<file path="src/rtl/pms_pkg.sv">
package pms_pkg;
  typedef enum logic [1:0] {
    RM_NORMAL = 2'd0,
    RM_ECO    = 2'd1,
    RM_SECO   = 2'd2
  } regmode_t;

  typedef enum logic [1:0] {
    SLP_NONE = 2'd0,
    SLP_NOW  = 2'd1,
    SLP_WAIT = 2'd2
  } sleepact_t;

  localparam int SELW = 3;
  localparam logic [SELW-1:0] SEL_AUTO = 3'd0;
  localparam logic [SELW-1:0] SEL_ECO  = 3'd3;
  localparam logic [SELW-1:0] SEL_SECO = 3'd5;

  localparam logic [15:0] UNLOCK_KEY = 16'h0096;

  localparam logic [1:0] ADDR_KEY  = 2'd0;
  localparam logic [1:0] ADDR_MODE = 2'd1;
  localparam logic [1:0] ADDR_FLAG = 2'd2;
  localparam logic [1:0] ADDR_IEN  = 2'd3;

  function automatic logic f_sel_valid(input logic [SELW-1:0] s);
    return (s == SEL_AUTO) || (s == SEL_ECO) || (s == SEL_SECO);
  endfunction
endpackage

</file>
<file path="src/rtl/pms_busif.sv">
module pms_busif
  import pms_pkg::*;
#(
  parameter int DW = 16
) (
  input  logic            clk,
  input  logic            rst_n,
  input  logic            we,
  input  logic [1:0]      addr,
  input  logic [DW-1:0]   wdata,
  output logic            mode_wr,
  output logic [SELW-1:0] mode_wdata,
  output logic            clr_done,
  output logic            clr_err,
  output logic            irq_en,
  output logic            unlocked
);
  logic hit_key, hit_mode, hit_flag, hit_ien;

  assign hit_key  = we && (addr == ADDR_KEY);
  assign hit_mode = we && (addr == ADDR_MODE);
  assign hit_flag = we && (addr == ADDR_FLAG);
  assign hit_ien  = we && (addr == ADDR_IEN);

  always_ff @(posedge clk or negedge rst_n) begin
    if (!rst_n) begin
      unlocked <= 1'b0;
      irq_en   <= 1'b0;
    end else begin
      if (hit_key) unlocked <= (wdata[15:0] == UNLOCK_KEY);
      if (hit_ien) irq_en <= wdata[0];
    end
  end

  assign mode_wr    = hit_mode && unlocked;
  assign mode_wdata = wdata[SELW-1:0];
  assign clr_done   = hit_flag && wdata[0];
  assign clr_err    = hit_flag && wdata[1];

  // any key other than the unlock value restores protection
  assert_wrong_key_locks_R1: assert property (@(posedge clk) disable iff (!rst_n)
    (hit_key && wdata[15:0] != UNLOCK_KEY) |=> !unlocked);
endmodule

</file>
<file path="src/rtl/pms_timer.sv">
module pms_timer #(
  parameter int LONG_N  = 10,
  parameter int SHORT_N = 1
) (
  input  logic clk,
  input  logic rst_n,
  input  logic tick,
  input  logic start,
  input  logic start_long,
  input  logic cancel,
  output logic busy,
  output logic is_long,
  output logic expire
);
  localparam int MAXN = (LONG_N > SHORT_N) ? LONG_N : SHORT_N;
  localparam int CW   = $clog2(MAXN + 1);

  logic [CW-1:0] cnt;

  function automatic logic [CW-1:0] f_last(input logic lng);
    return lng ? CW'(LONG_N - 1) : CW'(SHORT_N - 1);
  endfunction

  assign expire = busy && tick && (cnt == f_last(is_long));

  always_ff @(posedge clk or negedge rst_n) begin
    if (!rst_n) begin
      busy    <= 1'b0;
      is_long <= 1'b0;
      cnt     <= '0;
    end else if (start) begin
      busy    <= 1'b1;
      is_long <= start_long;
      cnt     <= '0;
    end else if (cancel || expire) begin
      busy <= 1'b0;
      cnt  <= '0;
    end else if (busy && tick) begin
      cnt <= cnt + 1'b1;
    end
  end

  // an expiry closes the window unless a new one opens in that cycle
  assert_expire_ends_window_R6: assert property (@(posedge clk) disable iff (!rst_n)
    (expire && !start) |=> !busy);
  // a restart puts the count back to zero
  assert_restart_zero_R10: assert property (@(posedge clk) disable iff (!rst_n)
    start |=> (busy && cnt == '0));
endmodule

</file>
<file path="src/rtl/pms_core.sv">
module pms_core
  import pms_pkg::*;
#(
  parameter int NCLK = 4
) (
  input  logic            clk,
  input  logic            rst_n,
  input  logic            mode_wr,
  input  logic [SELW-1:0] mode_wdata,
  input  logic            clr_done,
  input  logic            clr_err,
  input  logic            cpu_sleep,
  input  logic            cpu_wake,
  input  logic [NCLK-1:0] clk_run,
  input  logic [NCLK-1:0] clk_keep,
  input  logic            lso_stable,
  input  logic            t_busy,
  input  logic            t_is_long,
  input  logic            t_expire,
  output logic            t_start,
  output logic            t_start_long,
  output logic            t_cancel,
  output regmode_t        reg_mode,
  output logic [SELW-1:0] mode_sel,
  output logic            done,
  output logic            err
);
  function automatic logic f_only_lso(input logic [NCLK-1:0] v);
    return v == NCLK'(1);
  endfunction

  function automatic logic f_seco_ok(input logic [NCLK-1:0] run, input logic stable);
    return stable && (run[NCLK-1:1] == '0);
  endfunction

  function automatic regmode_t f_wake_target(input logic [NCLK-1:0] run);
    return f_only_lso(run) ? RM_ECO : RM_NORMAL;
  endfunction

  function automatic sleepact_t f_sleep_act(input logic [NCLK-1:0] keep);
    if (keep == '0)       return SLP_NOW;
    if (f_only_lso(keep)) return SLP_WAIT;
    return SLP_NONE;
  endfunction

  logic            asleep;
  logic            n_asleep, set_done, set_err;
  logic [SELW-1:0] n_sel;
  regmode_t        n_rm;
  logic            seco_ok, in_settle, ev_wake, ev_sleep;

  assign seco_ok   = f_seco_ok(clk_run, lso_stable);
  assign in_settle = t_busy && t_is_long;
  assign ev_wake   = cpu_wake && asleep;
  assign ev_sleep  = cpu_sleep && !asleep;

  always_comb begin
    n_sel        = mode_sel;
    n_rm         = reg_mode;
    n_asleep     = asleep;
    set_done     = 1'b0;
    set_err      = 1'b0;
    t_start      = 1'b0;
    t_start_long = 1'b0;
    t_cancel     = 1'b0;
    if (mode_wr && f_sel_valid(mode_wdata)) begin
      if (mode_wdata == SEL_SECO) begin
        if (!seco_ok) begin
          set_err = 1'b1;
        end else if (mode_sel != SEL_SECO) begin
          n_sel    = SEL_SECO;
          n_rm     = RM_SECO;
          t_cancel = t_busy;
        end
      end else if (mode_sel == SEL_SECO || in_settle) begin
        n_sel        = mode_wdata;
        n_rm         = RM_ECO;
        t_start      = 1'b1;
        t_start_long = 1'b1;
      end else begin
        n_sel = mode_wdata;
        if (mode_wdata == SEL_ECO) begin
          n_rm     = RM_ECO;
          t_cancel = t_busy;
        end else if (t_busy) begin
          t_start = 1'b1;
        end else begin
          n_rm = asleep ? RM_ECO : f_wake_target(clk_run);
        end
      end
    end else if (ev_wake) begin
      n_asleep = 1'b0;
      if (t_busy && !t_is_long) t_cancel = 1'b1;
      if (mode_sel == SEL_AUTO && !in_settle) n_rm = f_wake_target(clk_run);
    end else if (ev_sleep) begin
      n_asleep = 1'b1;
      if (mode_sel == SEL_AUTO && !t_busy) begin
        unique case (f_sleep_act(clk_keep))
          SLP_NOW:  n_rm = RM_ECO;
          SLP_WAIT: t_start = 1'b1;
          default:  ;
        endcase
      end
    end else if (t_expire) begin
      set_done = 1'b1;
      if (t_is_long && mode_sel == SEL_AUTO && !asleep) n_rm = f_wake_target(clk_run);
      else n_rm = RM_ECO;
    end
  end

  always_ff @(posedge clk or negedge rst_n) begin
    if (!rst_n) begin
      mode_sel <= SEL_AUTO;
      reg_mode <= RM_NORMAL;
      asleep   <= 1'b0;
      done     <= 1'b0;
      err      <= 1'b0;
    end else begin
      mode_sel <= n_sel;
      reg_mode <= n_rm;
      asleep   <= n_asleep;
      if (set_done)      done <= 1'b1;
      else if (clr_done) done <= 1'b0;
      if (set_err)       err <= 1'b1;
      else if (clr_err)  err <= 1'b0;
    end
  end

  // super economy is only ever entered under valid clock conditions
  assert_seco_entry_clean_R3: assert property (@(posedge clk) disable iff (!rst_n)
    (reg_mode == RM_SECO && $past(reg_mode) != RM_SECO) |-> $past(seco_ok));
  // no direct step from super economy to normal
  assert_no_seco_to_normal_R8: assert property (@(posedge clk) disable iff (!rst_n)
    ($past(reg_mode) == RM_SECO) |-> (reg_mode != RM_NORMAL));
  // the completion flag holds until cleared
  assert_done_sticky_R9: assert property (@(posedge clk) disable iff (!rst_n)
    (done && !clr_done) |=> done);
  // sleep with nothing kept goes to economy without a flag
  assert_sleep_now_no_flag_R5: assert property (@(posedge clk) disable iff (!rst_n)
    (ev_sleep && !mode_wr && mode_sel == SEL_AUTO && !t_busy && clk_keep == '0 && !done)
      |=> (reg_mode == RM_ECO && !done));
endmodule

</file>
<file path="src/rtl/pwr_mode_seq.sv">
module pwr_mode_seq
  import pms_pkg::*;
#(
  parameter int NCLK      = 4,
  parameter int SETTLE_MS = 10,
  parameter int SLEEP_MS  = 1
) (
  input  logic            clk,
  input  logic            rst_n,
  input  logic            bus_we,
  input  logic [1:0]      bus_addr,
  input  logic [15:0]     bus_wdata,
  input  logic            ms_tick,
  input  logic            cpu_sleep,
  input  logic            cpu_wake,
  input  logic [NCLK-1:0] clk_run,
  input  logic [NCLK-1:0] clk_keep,
  input  logic            lso_stable,
  output logic [1:0]      reg_mode,
  output logic [2:0]      mode_sel,
  output logic            done_flag,
  output logic            err_flag,
  output logic            irq
);
  logic            mode_wr, clr_done, clr_err, irq_en, unlocked;
  logic [SELW-1:0] mode_wdata;
  logic            t_busy, t_is_long, t_expire, t_start, t_start_long, t_cancel;
  regmode_t        rm;

  pms_busif #(.DW(16)) u_bus (
    .clk(clk), .rst_n(rst_n), .we(bus_we), .addr(bus_addr), .wdata(bus_wdata),
    .mode_wr(mode_wr), .mode_wdata(mode_wdata), .clr_done(clr_done),
    .clr_err(clr_err), .irq_en(irq_en), .unlocked(unlocked)
  );

  pms_timer #(.LONG_N(SETTLE_MS), .SHORT_N(SLEEP_MS)) u_tmr (
    .clk(clk), .rst_n(rst_n), .tick(ms_tick), .start(t_start),
    .start_long(t_start_long), .cancel(t_cancel), .busy(t_busy),
    .is_long(t_is_long), .expire(t_expire)
  );

  pms_core #(.NCLK(NCLK)) u_core (
    .clk(clk), .rst_n(rst_n), .mode_wr(mode_wr), .mode_wdata(mode_wdata),
    .clr_done(clr_done), .clr_err(clr_err), .cpu_sleep(cpu_sleep),
    .cpu_wake(cpu_wake), .clk_run(clk_run), .clk_keep(clk_keep),
    .lso_stable(lso_stable), .t_busy(t_busy), .t_is_long(t_is_long),
    .t_expire(t_expire), .t_start(t_start), .t_start_long(t_start_long),
    .t_cancel(t_cancel), .reg_mode(rm), .mode_sel(mode_sel),
    .done(done_flag), .err(err_flag)
  );

  assign reg_mode = rm;
  assign irq      = done_flag && irq_en;

  // protected mode writes leave the selection and error untouched
  assert_locked_write_ignored_R1: assert property (@(posedge clk) disable iff (!rst_n)
    (bus_we && bus_addr == ADDR_MODE && !unlocked) |=> ($stable(mode_sel) && $stable(err_flag)));
endmodule

</file>
<file path="config.mk">
export PLATFORM = sky130hd
export DESIGN_NAME = pwr_mode_seq
export DESIGN_NICKNAME = d
export VERILOG_FILES = /design/src/rtl/pms_pkg.sv /design/src/rtl/pms_busif.sv /design/src/rtl/pms_timer.sv /design/src/rtl/pms_core.sv /design/src/rtl/pwr_mode_seq.sv
export SDC_FILE = /design/constraint.sdc
export NUM_CORES = 1
export LEC_CHECK = 0
export ABC_AREA = 1
export BUFFER_PORTS_ARGS = -buffer_cell sky130_fd_sc_hd__buf_4
export CAP_MARGIN = 20
export CORE_ASPECT_RATIO = 0.8
export CORE_UTILIZATION = 30
export CTS_CLUSTER_DIAMETER = 60
export DETAILED_ROUTE_END_ITERATION = 8
export GPL_ROUTABILITY_DRIVEN = 0
export PLACE_DENSITY = 0.59
export SLEW_MARGIN = 20
export SYNTH_ARGS = -nofsm -noshare
export SYNTH_HDL_FRONTEND = slang
export SYNTH_SLANG_ARGS = --single-unit
export TNS_END_PERCENT = 10
</file>
<file path="constraint.sdc">
create_clock -name clk -period 1.2 [get_ports clk]
set_clock_uncertainty 0.05 [all_clocks]
set_input_delay 0.06 -clock clk [delete_from_list [all_inputs] [get_ports clk]]
set_output_delay 0.06 -clock clk [all_outputs]
set_load 0.005 [all_outputs]
</file>
==> flow_metrics.py, run 1 <==
metrics = {
    "worst_setup_path": {
        "path_cells": "buf_4, nor2_2, nand3_2, inv_1, nand2_1, nand3_2, nor2_4, nand2_1, nand2_1",
        "critical_path_required_ns": 1.29,
        "crit_path_max_incr_delay_ns": 0.44,
        "r2r_end": "u_tmr.cnt[3]$_DFFE_PN0P_",
        "path_max_fanout": 4,
        "start_kind": "register",
        "cpMostUsedCell": "nand2_1",
        "critPathTopFamily": "simple AND/OR/NAND/NOR gates",
        "reg2regPathDepth": 9,
        "arrival_ns": 1.54,
        "crit_path_end": "u_tmr.cnt[3]$_DFFE_PN0P_",
        "cp_num_buf_inv": 2,
        "slowest_stage": "dfrtp_1",
        "crit_path_start": "u_tmr.busy$_DFFE_PN0P_",
        "rrSetupSlack_ns": -0.25,
        "cp-end-kind": "register",
        "crit_type": "register to register",
        "r2r-start": "u_tmr.busy$_DFFE_PN0P_",
        "path_depth": 9,
    },
    "logic_synthesis": {
        "syn_area_sq_um": 1240,
        "synth_area_leader_cell": "dfrtp_1",
        "synth-edff-count": 0,
        "synth_most_common_cell": "nand2_1",
        "ys_types": 24,
        "avgSynthCellArea_sq_um": 6.75,
        "synthCells": 184,
        "syn-num-nets": 218,
        "synthArstFlopShare": 1.00,
        "yosysWarnings": 0,
        "seq_area_frac_synth": 0.322,
        "ys_ff_latch": 16,
        "synth_top_cell_area_share": 0.322,
        "yosys_most_used_dff": "dfrtp_1",
        "synth_common_cells": "nand2_1 (52), nor2_1 (22), inv_1 (20), nand3_1 (20), dfrtp_1 (16)",
        "yosys-top-cells-area": "dfrtp_1 (32%), nand2_1 (16%), nand3_1 (8.1%), nor2_1 (6.6%), inv_1 (6.0%)",
    },
    "drt": {
        "wirelength_um": 3680,
        "antenna_left": 0,
        "first_pass_iters": 4,
        "vias": 1471,
        "drt-vias-per-instance": 4.58,
        "wl_per_cell_um": 11.5,
        "drt_iter0_drc": 72,
        "post-route-drc-count": 0,
    },
    "floorplan": {
        "initial_core_util": 0.320,
        "fp.dieW_um": 74.0,
        "io_pins": 41,
        "dieArea_sq_um": 4400,
        "num_rows": 20,
        "die_h_um": 59.6,
        "core_area_sq_um": 3880,
    },
    "clocking": {
        "cts_tree": "built",
        "cts_buffers": 3,
        "htree_levels": 1,
        "insertion_delay_ns": 0.26,
        "clk_pin_slew_worst_paths_ns": 0.07,
        "clockBufferDepth": 2,
        "root_buffer": "clkbuf_8",
        "cts.sinks": 16,
    },
    "timing": {
        "setup_violations": 13,
        "setup_ws_ns": -0.251,
        "fmax_mhz": 689,
        "tns_ns": -2.02,
        "rsz0062_at_grt": "true",
        "period_minus_slack_ns": 1.45,
        "hold_viol": 0,
        "slew_violations": 0,
        "min_period_over_period": 1.21,
        "whs_ns": 0.0128,
        "tightest_slew_ns": 0.304,
        "relSlewSlack": 0.796,
    },
    "final_layout": {
        "nNetsFinal": 301,
        "antennaDiodeCount": 0,
        "largest_reg_flops": 4,
        "top_register": "u_tmr.cnt",
        "top_regs": "u_tmr.cnt x4, u_core.mode_sel x3, u_core.reg_mode x2",
        "stdcell_count": 321,
        "fin_area_sq_um": 2020,
        "drive_gt1_frac": 0.447,
        "n_fill_cell": 380,
        "areaGrowthSynthToFinish_pct": 62.2,
    },
    "power_and_ir_drop": {
        "vdd_ir_drop_max_v": 0.000514,
        "p_leak_nw": 1.16,
        "powerDensity_nw_per_um2": 1190,
    },
    "placed_design": {
        "dp_hpwl_um": 2940,
        "placed_cell_area_sq_um": 1880,
        "dp.cells": 314,
        "place_ws_ns": -0.210,
        "portBuffers": 40,
    },
    "global_route": {
        "grt_pass1_wl_um": 6070,
        "grt-ovfl-total": 0,
        "grt_max_degree": 17,
        "grt_usage": 0.184,
        "antenna_found_initial": 0,
        "first_global_vias": 1319,
    },
    "worst_hold_path": {
        "hold_class": "input port to register",
    },
    "flow_run": {
        "maxCapViolations": 0,
    },
    "outcome": {
        "violations": "setup timing",
        "status": "finished, violations left",
    },
}
routing by layer:
layer	wire length, um	track usage
met1	1820	0.279
met2	1590	0.268
met3	249	0.0357
met4	27	0.0330
met5	0	0
worst min-delay path, stage by stage:
cell     delay, ns
buf_4         0.08
nor4_1        0.04
nand4_1       0.06
nand2_1       0.05
power by group:
part | internal (W) | total (W) | switching (W)
combinational | 0.000593 | 0.00116 | 0.000568
sequential | 0.000648 | 0.000745 | 0.0000966
clock | 0.000291 | 0.000492 | 0.000201
total | 0.00153 | 0.00240 | 0.000865
layout make-up:
type	count	area [sq um]	share of cell area
flip-flops and latches	16	400	0.199
inverters	25	93.8	0.0466
well taps	55	68.8	0.0341
multi-input cells	143	810	0.402
clock buffers	4	55.1	0.0273
repair buffers	78	588	0.292
worst min path at each step:
stage	start	to	slack, ns	cells past startpoint
3_3_place_gp	rst_n	u_tmr.cnt[2]$_DFFE_PN0P_	-0.11	1
2_1_floorplan	rst_n	u_bus.irq_en$_DFFE_PN0P_	-0.29	0
5_1_grt	bus_wdata[3]	u_bus.unlocked$_DFFE_PN0P_	0.03	4
6_report	bus_wdata[3]	u_bus.unlocked$_DFFE_PN0P_	0.01	4
4_1_cts	bus_wdata[3]	u_bus.unlocked$_DFFE_PN0P_	0.01	4
3_5_place_dp	rst_n	u_tmr.cnt[1]$_DFFE_PN0P_	-0.11	1
cells by family after synthesis:
| logic type | count (synthesis) | synth area share |
|---|---|---|
| AOI/OAI and AO/OA | 15 | 0.0645 |
| xor gates and xnor gates | 3 | 0.0212 |
| adders and majority gates | 1 | 0.0101 |
| buffers and inverters | 25 | 0.0755 |
| DFF | 16 | 0.322 |
| and+or+nand+nor | 124 | 0.507 |
cells in the final DEF, fill, tap and decap left out:
cell and n:
and2_4 1, nand4_1 6, xnor2_1 1, inv_1 19
xor2_1 2, buf_4 77, nor2_8 1, clkbuf_8 4
nand2_4 4, nor3_2 1, nor2_4 4, o21ai_2 1
nor3b_2 1, ha_1 1, nor2_2 4, dfrtp_1 16
nor4_1 3, inv_2 6, nand3_1 17, dlygate4sd3_1 1
o31ai_2 1, nor2_1 18, nand3_2 8, o21ai_0 11
nand2_2 6, a21oi_1 1, a22oi_1 1, nor3_1 1
nand2_1 49
stage by stage:
step | total power (W) | util
5_1_grt | 0.00257 | 0.520
2_1_floorplan | 0.00128 | -
6_report | 0.00240 | 0.520
3_3_place_gp | 0.00184 | 0.485
3_5_place_dp | 0.00184 | 0.485
4_1_cts | 0.00240 | 0.514
what timing repair did:
item / in CTS / in global routing
gates resized for setup: 9 / 7
setup endpoints to repair: 13 / 13
endpoints found under the hold margin: 16 / 0
setup buffers: 2 / 0
hold buffers: 1 / 0
pin swaps: 7 / 5
No activity file was read; power rests on OpenSTA's default activity.
==> run 2: changes to the inputs <==
--- a/config.mk
+++ b/config.mk
@@ -8,7 +8,7 @@
 export ABC_AREA = 1
 export BUFFER_PORTS_ARGS = -buffer_cell sky130_fd_sc_hd__buf_4
 export CAP_MARGIN = 20
-export CORE_ASPECT_RATIO = 0.8
+export CORE_ASPECT_RATIO = 0.75
 export CORE_UTILIZATION = 30
 export CTS_CLUSTER_DIAMETER = 60
 export DETAILED_ROUTE_END_ITERATION = 8
==> run 2 against run 1 <==
  * The flow still finishes with violations (setup timing)
  * Clock power increased by 2%
  * First-iteration DRC count decreased by 2.8%
  * Clock-buffer cell count unchanged
  * Die area about the same
  * Combinational power about the same
  * Via count decreased by 2.2%
  * Critical path depth increased by 1
  * Utilization increased by 0.60 points
  * Wire length increased by 0.81%
  * Register-to-register slack got worse by 0.03 ns
  * Largest cell class unchanged
  * Highest routed layer unchanged
==> flow_metrics.py, run 2 (synthesis gave the netlist of run 1 again) <==
metrics = {
    "outcome": {
        "status": "finished, violations left",
        "violations": "setup timing",
    },
    "timing": {
        "setup_violations": 11,
        "min_period_over_period": 1.24,
        "relSlewSlack": 0.774,
        "whs_ns": 0.00412,
        "period_minus_slack_ns": 1.48,
        "rsz0062_at_grt": "true",
        "tightest_slew_ns": 0.336,
        "fmax_mhz": 674,
        "setup_ws_ns": -0.283,
        "hold_viol": 0,
        "slew_violations": 0,
    },
    "worst_setup_path": {
        "crit_path_max_incr_delay_ns": 0.41,
        "r2r-start": "u_core.mode_sel[0]$_DFFE_PN0P_",
        "r2r_end": "u_core.reg_mode[0]$_DFFE_PN0P_",
        "rrSetupSlack_ns": -0.28,
        "arrival_ns": 1.58,
        "reg2regPathDepth": 10,
        "crit_type": "register to register",
        "start_kind": "register",
        "cpMostUsedCell": "nand2_1",
        "critical_path_required_ns": 1.30,
        "cp_num_buf_inv": 1,
        "slowest_stage": "dfrtp_1",
        "cp-end-kind": "register",
        "path_cells": "nor2_2, nand2_1, nor2_2, nand2_1, inv_1, nor2_1, nor2_1, nand3_1, nand2_1, nand2_1",
        "path_max_fanout": 3,
        "critPathTopFamily": "simple AND/OR/NAND/NOR gates",
    },
    "placed_design": {
        "dp_hpwl_um": 2960,
        "portBuffers": 40,
        "placed_cell_area_sq_um": 1880,
    },
    "power_and_ir_drop": {
        "powerDensity_nw_per_um2": 1210,
        "p_leak_nw": 1.16,
        "p_int_w": 0.00154,
        "finalPower_w": 0.00242,
        "switchingPower_w": 0.000878,
        "pwr-share-seq": 0.306,
        "vdd_ir_drop_max_v": 0.000599,
        "clockPowerShare": 0.208,
        "pwr-share-comb": 0.485,
        "swShare": 0.363,
    },
    "floorplan": {
        "fp.dieW_um": 76.3,
        "io_pins": 41,
        "num_rows": 19,
        "die_h_um": 57.7,
        "core_area_sq_um": 3800,
        "dieArea_sq_um": 4410,
        "initial_core_util": 0.327,
    },
    "final_layout": {
        "n_fill_cell": 376,
        "top_register": "u_tmr.cnt",
        "largest_reg_flops": 4,
        "top_regs": "u_tmr.cnt x4, u_core.mode_sel x3, u_core.reg_mode x2",
        "fin_area_sq_um": 2000,
        "drive_gt1_frac": 0.445,
        "nNetsFinal": 300,
        "areaGrowthSynthToFinish_pct": 60.9,
        "mostFrequentLayoutCells": "buf_4 (76), nand2_1 (48), nand3_1 (20), inv_1 (19), nor2_1 (17)",
        "final_common_cell": "buf_4",
        "antennaDiodeCount": 0,
    },
    "global_route": {
        "first_global_vias": 1293,
        "antenna_found_initial": 0,
        "grt_pass1_wl_um": 6030,
        "grt-ovfl-total": 0,
        "grt_usage": 0.176,
        "grt_max_degree": 17,
    },
    "worst_hold_path": {
        "hp-start": "bus_wdata[3]",
        "hold_class": "input port to register",
        "whs_path_depth": 4,
        "hold_end": "u_bus.unlocked$_DFFE_PN0P_",
    },
    "clocking": {
        "cts_buffers": 3,
        "clk_pin_slew_worst_paths_ns": 0.07,
        "root_buffer": "clkbuf_8",
        "cts.sinks": 16,
        "insertion_delay_ns": 0.26,
        "clockBufferDepth": 2,
        "cts_tree": "built",
        "htree_levels": 1,
    },
    "drt": {
        "vias": 1439,
        "drt-vias-per-instance": 4.54,
        "wl_per_cell_um": 11.7,
        "antenna_left": 0,
        "wirelength_um": 3710,
        "drt_iter0_drc": 70,
        "first_pass_iters": 4,
        "post-route-drc-count": 0,
    },
    "flow_run": {
        "maxCapViolations": 0,
    },
}
run 2: cell count changes in the layout (fill, tap and decap cells not counted), sizes merged:
cell / change
buf: -1
run 2: final cells by class:
| class | count | area (sq um) | share of cell area |
|---|---|---|---|
| Inverter | 25 | 93.8 | 0.0469 |
| Tap cell | 52 | 65.1 | 0.0325 |
| Sequential cell | 16 | 403 | 0.202 |
| Multi-Input combinational cell | 143 | 802 | 0.401 |
| Timing Repair Buffer | 77 | 581 | 0.290 |
| Clock buffer | 4 | 55.1 | 0.0275 |
run 2: layer usage:
| layer | routed length, um | global-route usage | share of wire | up-vias |
|---|---|---|---|---|
| li1 | - | - | - | 763 |
| met1 | 1940 | 0.261 | 0.52 | 624 |
| met2 | 1490 | 0.257 | 0.40 | 48 |
| met3 | 254 | 0.0425 | 0.068 | 4 |
| met4 | 32 | 0.0412 | 0.0086 | 0 |
| met5 | 0 | 0 | 0 | - |
run 2: power by group through the flow:
stage | logic (W) | registers [W] | clock network, W
after floorplan | 0.000538 | 0.000746 | 0
after global placement | 0.00111 | 0.000739 | 0
after detailed placement | 0.00111 | 0.000743 | 0
after CTS | 0.00117 | 0.000734 | 0.000518
after global routing | 0.00131 | 0.000757 | 0.000532
final | 0.00117 | 0.000741 | 0.000504
run 2: repair_timing:
action / in CTS / in global routing
hold buffers: 1 / 0
endpoints found under the setup margin: 13 / 13
buffers inserted: 0 / 1
gates resized for setup: 11 / 7
pin swaps: 7 / 1
gates cloned: 0 / 0
hold endpoints to repair: 16 / 0
run 2: worst max path at each step:
stage,from,to,slack (ns),cells past startpoint
2_1_floorplan,u_core.mode_sel[2]$_DFFE_PN0P_,u_tmr.cnt[0]$_DFFE_PN0P_,-0.11,7
3_3_place_gp,u_core.mode_sel[2]$_DFFE_PN0P_,u_core.reg_mode[1]$_DFFE_PN0P_,-0.29,10
3_5_place_dp,u_core.mode_sel[2]$_DFFE_PN0P_,u_core.reg_mode[0]$_DFFE_PN0P_,-0.25,10
4_1_cts,u_core.mode_sel[2]$_DFFE_PN0P_,u_core.reg_mode[0]$_DFFE_PN0P_,-0.23,10
5_1_grt,u_core.mode_sel[0]$_DFFE_PN0P_,u_core.reg_mode[1]$_DFFE_PN0P_,-0.40,10
6_report,u_core.mode_sel[0]$_DFFE_PN0P_,u_core.reg_mode[0]$_DFFE_PN0P_,-0.28,10
run 2: metrics by stage:
step	TNS, ns	instances	util	setup slack (ns)
final	-2.09	317	0.526	-0.283
after global routing	-3.17	317	0.526	-0.400
after CTS	-1.74	316	0.518	-0.230
after detailed placement	-2.23	311	0.493	-0.251
after global placement	-2.32	311	0.493	-0.286
after floorplan	-0.677	184	-	-0.113
run 2: tightest hold or removal path: stages:
cell     delay, ns
buf_4         0.08
nor4_1        0.04
nand4_1       0.06
nand2_1       0.04
